## src/rtl/vidcmd_pkg.sv

```systemverilog
`timescale 1ns/1ps
package vidcmd_pkg;
  localparam logic [7:0] PREFIX   = 8'hAF;
  localparam logic [7:0] OP_REG   = 8'h20;
  localparam logic [7:0] OP_COPY  = 8'h6A;
  localparam logic [7:0] IDX_LOCK = 8'hFF;
  localparam int         COPY_LEN = 7;

  typedef enum logic [2:0] {
    ST_PFX, ST_OPC, ST_IDX, ST_VAL, ST_CPY, ST_SKIP
  } parseState_t;

  typedef struct packed {
    logic        regWr;
    logic [7:0]  regIdx;
    logic [7:0]  regVal;
    logic        cpyWr;
    logic [2:0]  cpyPos;
    logic [7:0]  cpyByte;
    logic        cpyDone;
  } ctlStrb_t;

  typedef struct packed {
    logic [7:0]  blank;
    logic        depth;
    logic [23:0] b16;
    logic [23:0] b8;
  } vidRegs_t;

  function automatic vidRegs_t applyWrite(vidRegs_t cur, logic [7:0] idx, logic [7:0] val);
    vidRegs_t nxt = cur;
    case (idx)
      8'h00: nxt.depth = val[0];
      8'h1F: if (val == 8'h00 || val == 8'h01 || val == 8'h05 || val == 8'h07) nxt.blank = val;
      8'h20: nxt.b16[23:16] = val;
      8'h21: nxt.b16[15:8]  = val;
      8'h22: nxt.b16[7:0]   = val;
      8'h26: nxt.b8[23:16]  = val;
      8'h27: nxt.b8[15:8]   = val;
      8'h28: nxt.b8[7:0]    = val;
      default: ;
    endcase
    return nxt;
  endfunction
endpackage

```

## src/rtl/vidcmd_ctrl.sv

```systemverilog
`timescale 1ns/1ps
module vidcmd_ctrl
  import vidcmd_pkg::*;
#(
  parameter int IDLE_LIMIT = 16
) (
  input  logic       clk,
  input  logic       rstN,
  input  logic [7:0] inByte,
  input  logic       inValid,
  output logic       inReady,
  output logic       errFlag,
  output ctlStrb_t   strb
);
  localparam int CW = $clog2(IDLE_LIMIT + 1);

  parseState_t state;
  logic [7:0]  idxQ;
  logic [2:0]  cpyPos;
  logic [CW-1:0] idleCnt;
  logic        readyQ;
  logic        take;
  logic        midPkt;

  assign inReady = readyQ;
  assign take    = inValid && readyQ;
  assign midPkt  = (state == ST_OPC) || (state == ST_IDX) || (state == ST_VAL) || (state == ST_CPY);

  always_comb begin
    strb         = '0;
    strb.regIdx  = idxQ;
    strb.regVal  = inByte;
    strb.cpyPos  = cpyPos;
    strb.cpyByte = inByte;
    if (take && state == ST_VAL) strb.regWr = 1'b1;
    if (take && state == ST_CPY) begin
      strb.cpyWr   = 1'b1;
      strb.cpyDone = (cpyPos == 3'(COPY_LEN - 1));
    end
  end

  always_ff @(posedge clk or negedge rstN) begin
    if (!rstN) begin
      state   <= ST_PFX;
      idxQ    <= '0;
      cpyPos  <= '0;
      idleCnt <= '0;
      readyQ  <= 1'b0;
      errFlag <= 1'b0;
    end else begin
      readyQ <= 1'b1;
      if (take) begin
        idleCnt <= '0;
        case (state)
          ST_PFX: if (inByte == PREFIX) state <= ST_OPC;
                  else begin errFlag <= 1'b1; state <= ST_SKIP; end
          ST_OPC: if (inByte == OP_REG) state <= ST_IDX;
                  else if (inByte == OP_COPY) begin state <= ST_CPY; cpyPos <= '0; end
                  else begin errFlag <= 1'b1; state <= ST_SKIP; end
          ST_IDX: begin idxQ <= inByte; state <= ST_VAL; end
          ST_VAL: state <= ST_PFX;
          ST_CPY: begin
            cpyPos <= cpyPos + 3'd1;
            if (cpyPos == 3'(COPY_LEN - 1)) state <= ST_PFX;
          end
          ST_SKIP: if (inByte == PREFIX) state <= ST_OPC;
          default: state <= ST_PFX;
        endcase
      end else if (midPkt) begin
        if (idleCnt == CW'(IDLE_LIMIT - 1)) begin
          state   <= ST_PFX;
          idleCnt <= '0;
        end else begin
          idleCnt <= idleCnt + 1'b1;
        end
      end
    end
  end
endmodule

```

## src/rtl/vidcmd_dpath.sv

```systemverilog
`timescale 1ns/1ps
module vidcmd_dpath
  import vidcmd_pkg::*;
(
  input  logic        clk,
  input  logic        rstN,
  input  ctlStrb_t    strb,
  output vidRegs_t    active,
  output logic        vidLocked,
  output logic        copyStrobe,
  output logic [23:0] copySrc,
  output logic [7:0]  copyCount,
  output logic [23:0] copyDst
);
  vidRegs_t shadow, staged;
  vidRegs_t rstVal;

  assign rstVal = '{blank: 8'h07, depth: 1'b0, b16: 24'd0, b8: 24'd0};
  assign staged = applyWrite(shadow, strb.regIdx, strb.regVal);

  always_ff @(posedge clk or negedge rstN) begin
    if (!rstN) begin
      shadow    <= rstVal;
      active    <= rstVal;
      vidLocked <= 1'b0;
    end else if (strb.regWr) begin
      if (strb.regIdx == IDX_LOCK) begin
        if (strb.regVal == 8'h00) vidLocked <= 1'b1;
        else if (strb.regVal == 8'hFF) begin
          vidLocked <= 1'b0;
          active    <= shadow;
        end
      end else begin
        shadow <= staged;
        if (!vidLocked) active <= staged;
      end
    end
  end

  logic [7:0] cpyBytes [COPY_LEN];

  for (genvar g = 0; g < COPY_LEN; g++) begin : g_cpy
    always_ff @(posedge clk or negedge rstN) begin
      if (!rstN) cpyBytes[g] <= '0;
      else if (strb.cpyWr && strb.cpyPos == 3'(g)) cpyBytes[g] <= strb.cpyByte;
    end
  end

  always_ff @(posedge clk or negedge rstN) begin
    if (!rstN) copyStrobe <= 1'b0;
    else       copyStrobe <= strb.cpyDone;
  end

  assign copySrc   = {cpyBytes[0], cpyBytes[1], cpyBytes[2]};
  assign copyCount = cpyBytes[3];
  assign copyDst   = {cpyBytes[4], cpyBytes[5], cpyBytes[6]};
endmodule

```

## src/rtl/vidcmd_decoder.sv

```systemverilog
`timescale 1ns/1ps
module vidcmd_decoder
  import vidcmd_pkg::*;
#(
  parameter int IDLE_LIMIT = 16
) (
  input  logic        clk,
  input  logic        rstN,
  input  logic [7:0]  inByte,
  input  logic        inValid,
  output logic        inReady,
  output logic [7:0]  blankMode,
  output logic        colorDepth,
  output logic [23:0] base16,
  output logic [23:0] base8,
  output logic        copyStrobe,
  output logic [23:0] copySrc,
  output logic [7:0]  copyCount,
  output logic [23:0] copyDst,
  output logic        errFlag
);
  ctlStrb_t strb;
  vidRegs_t active;
  logic     vidLocked;

  vidcmd_ctrl #(.IDLE_LIMIT(IDLE_LIMIT)) u_ctrl (
    .clk(clk), .rstN(rstN), .inByte(inByte), .inValid(inValid),
    .inReady(inReady), .errFlag(errFlag), .strb(strb)
  );

  vidcmd_dpath u_dp (
    .clk(clk), .rstN(rstN), .strb(strb), .active(active), .vidLocked(vidLocked),
    .copyStrobe(copyStrobe), .copySrc(copySrc), .copyCount(copyCount), .copyDst(copyDst)
  );

  assign blankMode  = active.blank;
  assign colorDepth = active.depth;
  assign base16     = active.b16;
  assign base8      = active.b8;
endmodule

```

## config.mk

```make
export PLATFORM = sky130hd
export DESIGN_NAME = vidcmd_decoder
export DESIGN_NICKNAME = d
export VERILOG_FILES = /design/src/rtl/vidcmd_pkg.sv /design/src/rtl/vidcmd_ctrl.sv /design/src/rtl/vidcmd_dpath.sv /design/src/rtl/vidcmd_decoder.sv
export SDC_FILE = /design/constraint.sdc
export NUM_CORES = 1
export LEC_CHECK = 0
export BUFFER_PORTS_ARGS = -buffer_cell sky130_fd_sc_hd__buf_2
export CAP_MARGIN = 0
export CORE_MARGIN = 2
export CORE_UTILIZATION = 55
export CTS_CLUSTER_DIAMETER = 30
export DETAILED_ROUTE_END_ITERATION = 16
export GPL_ROUTABILITY_DRIVEN = 0
export PLACE_DENSITY = 0.78
export SLEW_MARGIN = 10
export SYNTH_ARGS = -nofsm -noshare
export SYNTH_HDL_FRONTEND = slang
export SYNTH_SLANG_ARGS = --single-unit
```

## constraint.sdc

```tcl
create_clock -name clk -period 4.8 [get_ports clk]
set_input_delay 0.48 -clock clk [delete_from_list [all_inputs] [get_ports clk]]
set_output_delay 0.48 -clock clk [all_outputs]
set_load 0.05 [all_outputs]
```

**Yosys cells after proc, flatten, opt, wreduce, memory -nomap -nowiden**

Index checks and enable logic that the tools add are counted.

- Flip-flop bits (word level): 193
- Latch bits: 0
- RAM bits: 0
- Memory bits (read-only): 0
- Input port bits: 11
- Output and inout port bits: 116
- Word-level logic and storage cells: 131
- Memories kept: 0

- Add/subtract/negate cells: 2
- $mul: 0
- Div/mod/pow operators: 0
- Order comparisons: 0
- Equal/unequal tests: 36
- Shift operators: 0
- Muxes and demuxes: 37
- Bitwise logic cells: 1
- Reductions and logical operators: 32

Operator list:

| cell | count |
|---|---|
| two-way mux 57 bit | 4 |
| two-way mux 8 bit | 8 |
| equality test 8 x 6 -> 1 bit (second input constant) | 7 |
| two-way mux 3 bit | 9 |
| equality test 8 bit (second input constant) | 3 |
| equality test 8 x 3 -> 1 bit (second input constant) | 2 |
| logical NOT 8 bit | 2 |
| equality test 3 bit (second input constant) | 5 |
| two-way mux 5 bit | 3 |
| one-hot mux 3 bit (5 select lines) | 1 |
| inequality test 2 bit (second input constant) | 7 |
| equality test 3 x 2 -> 1 bit (second input constant) | 4 |
| AND reduction 4 bit | 3 |
| logical AND 1 bit | 10 |
| two-way mux 1 bit | 10 |
| nonzero test 2 bit | 5 |
| equality test 8 x 1 -> 1 bit (second input constant) | 1 |
| equality test 8 x 5 -> 1 bit (second input constant) | 1 |
| equality test 8 x 7 -> 1 bit (second input constant) | 1 |
| equality test 3 x 1 -> 1 bit (second input constant) | 2 |
| logical NOT 3 bit | 2 |
| logical OR 1 bit | 6 |
| inequality test 3 bit (second input constant) | 2 |
| one-hot mux 3 bit (2 select lines) | 1 |
| other kinds (8) | 9 |

**Depth between registers and ports, before layout**

- Depth in word-level cells: 8
- Mapped depth: 9
- Mapped depth without buffers: 6

**Modules after synthesis**

Synthesis repeated with hierarchy kept, for this count alone.

- Cells, all modules: 667
- Area, all modules: 8,618.3 µm²

By module, submodules not included:

| module | instances | cells an instance | area an instance (µm²) | sequential area each (µm²) |
|---|---|---|---|---|
| vidcmd_dpath | 1 | 536 | 7,332.0 | 4,311.6 |
| vidcmd_ctrl | 1 | 131 | 1,286.2 | 525.5 |

**Worst setup path after synthesis**

No wires, ideal clock.

- Path kind: register -> register
- Start point: reg u_ctrl.readyQ (netlist: u_ctrl.inReady)
- End point: reg u_dp.shadow[24] (netlist bit)
- Library setup time: 125 ps
- Arrival time: 2,154 ps
- Required time: 4,675 ps
- Slack: 2,522 ps
- Cell stages (with the launch flop): 6
- Buffers on the path: 0
- Clock period less this slack: 2,278 ps
- Cell sequence: dfrtp_1 nand2_1 nor3_2 nand2_1 nor3b_4 mux2_2

- Longest elaborated chain between the ends: 4

RTL lines:

| item | line | text |
|---|---|---|
| start: declaration | vidcmd_ctrl.sv:21 | `logic readyQ;` |
| start signal: assignment | vidcmd_ctrl.sv:48 | `readyQ <= 1'b0;` |
| start signal: assignment | vidcmd_ctrl.sv:51 | `readyQ <= 1'b1;` |
| logical AND 1 bit | vidcmd_ctrl.sv:26 | `assign take = inValid && readyQ;` |
| logical AND 1 bit | vidcmd_ctrl.sv:35 | `if (take && state == ST_VAL) strb.regWr = 1'b1;` |
| two-way mux 1 bit | vidcmd_ctrl.sv:35 |  |
| AND reduction 2 bit (no line) | - |  |
| end signal: assignment | vidcmd_dpath.sv:23 | `shadow <= rstVal;` |
| end signal: assignment | vidcmd_dpath.sv:34 | `shadow <= staged;` |
| end: declaration | vidcmd_dpath.sv:15 | `vidRegs_t shadow, staged;` |

No other way between the ends.
A chain may end at the register's enable or synchronous reset.

**Worst setup path in the final report**

- Start point: reg u_ctrl.idxQ[6]
- End point: reg u_dp.shadow[13] (netlist bit)

- Longest elaborated chain between the ends: 3
- Elaborated cells between the ends (all ways): 5
- Classes of those cells: eq/ne: 2; mux: 1; bitwise: 1; reduce/logical: 1

RTL lines:

| item | line | text |
|---|---|---|
| start: declaration | vidcmd_ctrl.sv:18 | `logic [7:0] idxQ;` |
| start signal: assignment | vidcmd_ctrl.sv:45 | `idxQ <= '0;` |
| start signal: assignment | vidcmd_ctrl.sv:60 | `ST_IDX: begin idxQ <= inByte; state <= ST_VAL; end` |
| equality test 8 bit | vidcmd_dpath.sv:27 | `if (strb.regIdx == IDX_LOCK) begin` |
| NOT 1 bit (no line) | - |  |
| AND reduction 2 bit (no line) | - |  |

Several ways; a longest one is shown, not always the timed one.

==> key figures <==
Critical path
  • Worst Setup Start Kind: register
  • Reg2reg setup slack: 2360 ps
  • WP buf/inv: 0
  • Crit. End Element: register
  • Setup crit start: u_ctrl.idxQ[6]
  • Crit path required time: 5110 ps
  • Crit-path max FO: 9
  • CP peak stage delay: 580 ps
  • CP arrival: 2750 ps
  • Worst r2r src: u_ctrl.idxQ[6]
  • WS Path Type: reg -> reg
  • Crit-path cells: nor3_1 -> and3b_1 -> and4_1 -> nand2_1 -> mux2_2
  • Worst path slowest cell: and4_1
  • Reg-to-reg endpoint: u_dp.shadow[13]
  • R2R depth: 5
  • Critical path's top delay family: simple AND/OR/NAND/NOR gates

Cells and area
  • Layout cell share with drive strength beyond 1: 37.9%
  • Area grow syn2layout: 15.8%
  • Diodes inserted: 0
  • Filler cells: 1,088
  • Nets: 785
  • Reg area: 4840 sq um
  • Post-route insts no fill: 965
  • Multi-input logic area: 3170 sq um

Timing
  • RSZ-0062 raised after global routing: false
  • Slew headroom: 36.0%
  • Min cycle time layout: 2440 ps
  • Final period util: 50.8%
  • Final hold vios: 0
  • Final max-slew violation count: 0
  • Fin Setup TNS: 0 ps
  • Fmax: 410 MHz
  • Final setup fails: 0
  • Slew at the pin with the worst max-slew slack: 960 ps
  • Final Skew: 9.51 ps

Synthesis
  • Avg Inst Size Synth: 12.5 sq um
  • Compound-Gate Fraction of Synth Area: 6.29%
  • Post-synthesis mux area share: 22.0%
  • Top cell type's share of synthesized area: 56.8%
  • Top FF cell, synth: dfrtp_1
  • Yosys reg bits: 193
  • Mapped cell area: 8230 sq um
  • Adder-cell share of the synthesized area: 0.912%
  • Sequential element share of the synthesized area: 58.7%
  • Post-synth EDFFs: 0
  • Post-Synth XOR/XNOR Area: 0.106%
  • Count leader, synth: dfrtp_1
  • Largest area contributor in the netlist: dfrtp_1
  • Simple-gate area share of the yosys netlist: 9.06%
  • Syn Nets: 678
  • Ys Warns: 0
  • Post-synth cell types: 52
  • Synth Instances: 661
  • Async S/R FF share, synth: 100%
  • Largest family of logic cells by synthesized area: multiplexers
  • Largest cells by area after synthesis: dfrtp_1 57%, mux2_2 16%, mux2i_1 6.3%
  • Synth cell count leaders: 187 x dfrtp_1, 115 x mux2_2, 75 x nand2_1

CTS
  • Clock root buffer: clkbuf_16
  • H-Tree Depth: 4
  • Clock insertion delay at the later pin of the skew report: 430 ps
  • Clock buffer depth: 2
  • Clk sinks: 193
  • Post-cts sizing count: 0
  • Post-CTS Setup Bufs: 0
  • CTS Buf Count: 17
  • CTS hold repair buffers: 0
  • CTS tree: yes
  • CTS clk-pin slew, worst paths: 70 ps

Floorplanning
  • Ports: 127
  • Initial cell density of the core: 56.4%
  • Die H: 126 um
  • Die footprint: 16,000 sq um
  • Rows: 44
  • Die W: 126 um
  • Placeable Area: 14,600 sq um

Power and ir drop
  • Power per cell area: 497 nW/um^2
  • Tot Pwr: 4.74 mW
  • Sw frac: 36.4%
  • Leakage Power: 5.00 nW
  • Sequential power share: 42.1%
  • Clock power frac: 30.2%
  • Logic pwr share: 27.8%
  • VDD IR-drop max: 0.585 mV
  • Switching power: 1.73 mW
  • Internal: 3.01 mW

Detailed routing
  • Final ANT Viol Nets: 0
  • Remaining DRCs: 0
  • Via/cell ratio: 5.63
  • Number of detailed-route iterations in the first pass: 5
  • Routed WL: 17,900 um
  • Via Count: 5,429
  • Drt initial violations: 307
  • WL/cell: 18.6 um

Placed design
  • HPWL after DPL: 11,600 um
  • Port bufs: 126
  • Placed cells: 933

Global routing
  • Global-route wire length before repair: 29,400 um
  • Global route hottest layer: met2
  • Vias in the first global route: 5,665
  • GR Layer Usage met3: 7.04%
  • Largest net degree at the start of global routing: 124
  • Initial antenna violation count: 0
  • GRT overflow: 0
  • GRT Total Usage: 23.3%
  • M1 GR Usage: 30.2%
  • Met2 Track Usage GR: 38.5%

Worst hold path
  • HP Class: in -> async

Job
  • MaxCap Viol Count: 0

Run status
  • Outcome: complete, no violations
-- cell usage in the layout (no fill, tap or decap), drive strengths merged, types with 2 or more instances in the layout --
cell type  count
o311ai         2
nand2b         4
nand3         16
clkbuf        20
o21ai         69
a21oi          6
dfstp          6
a31oi          3
ha             6
clkinv         5
mux2         115
nor2b          6
inv           11
or4            3
o2bb2ai        2
and3           2
nand2         78
buf          129
dfrtp        187
nor2          13
nor3          11
and2           2
mux2i         52
clkinvlp       4
or2            2
nor4           3
or3            2
bufinv         3
nor3b          3
o31ai          3
-- final cells by class --
class                           instances  share of cell area, %
Timing Repair Buffer                  130                   7.02
Multi-Input combinational cell        416                   33.2
Clock inverter                         13                   1.69
Clock buffer                           19                   4.54
Tap cell                              184                   2.41
Sequential cell                       193                   50.7
Inverter                               10                  0.394
-- power groups by stage --
| stage | registers, mW | clock network (mW) | logic, mW |
|---|---|---|---|
| floorplan | 2.61 | 0 | 0.378 |
| global route | 2.02 | 1.52 | 1.39 |
| detailed placement | 2.01 | 0 | 1.32 |
| CTS | 1.99 | 1.44 | 1.32 |
| global placement | 2.00 | 0 | 1.29 |
| finish | 1.99 | 1.43 | 1.31 |
-- logic make-up after synthesis --
kind of cell / Yosys count
buf+inv: 52
other cells: 1
mux: 167
compound gates: 91
fa+ha+maj: 6
flops: 193
xor+xnor: 1
simple gates: 150
-- sequential cells by signal (all words and copies together), names as in the netlist --
name             count
u_ctrl.errFlag       1
u_dp.copyDst        24
u_dp.copyStrobe      1
u_ctrl.idxQ          8
u_ctrl.idleCnt       5
u_ctrl.cpyPos        3
u_dp.copyCount       8
u_ctrl.state         3
u_dp.active         57
u_dp.copySrc        24
u_dp.shadow         57
u_ctrl.inReady       1
u_dp.vidLocked       1
-- worst max path at each step --
stage | end | slack [ps] | depth (start not counted)
floorplan | u_dp.shadow[24] | 2520 | 5
global placement | u_dp.shadow[25] | 2370 | 6
detailed placement | u_dp.active[56] | 2280 | 6
CTS | u_dp.shadow[13] | 2360 | 5
global route | u_dp.active[15] | 2170 | 5
finish | u_dp.shadow[13] | 2360 | 5
-- metal layers --
metal | wire [um] | vias up
li1 | - | 2531
met1 | 7760 | 2695
met2 | 8750 | 171
met3 | 1110 | 32
met4 | 284 | 0
met5 | 0 | -
-- per-stage QoR --
stage	cell area (sq um)	utilization [%]	setup WS [ps]	hold slack, ps
2_1_floorplan	8230	-	2520	184
3_3_place_gp	8940	61.3	2370	456
3_5_place_dp	8940	61.3	2280	457
4_1_cts	9540	65.4	2360	243
5_1_grt	9540	65.4	2170	277
6_report	9540	65.4	2360	177
(Power assumes the default switching activity.)
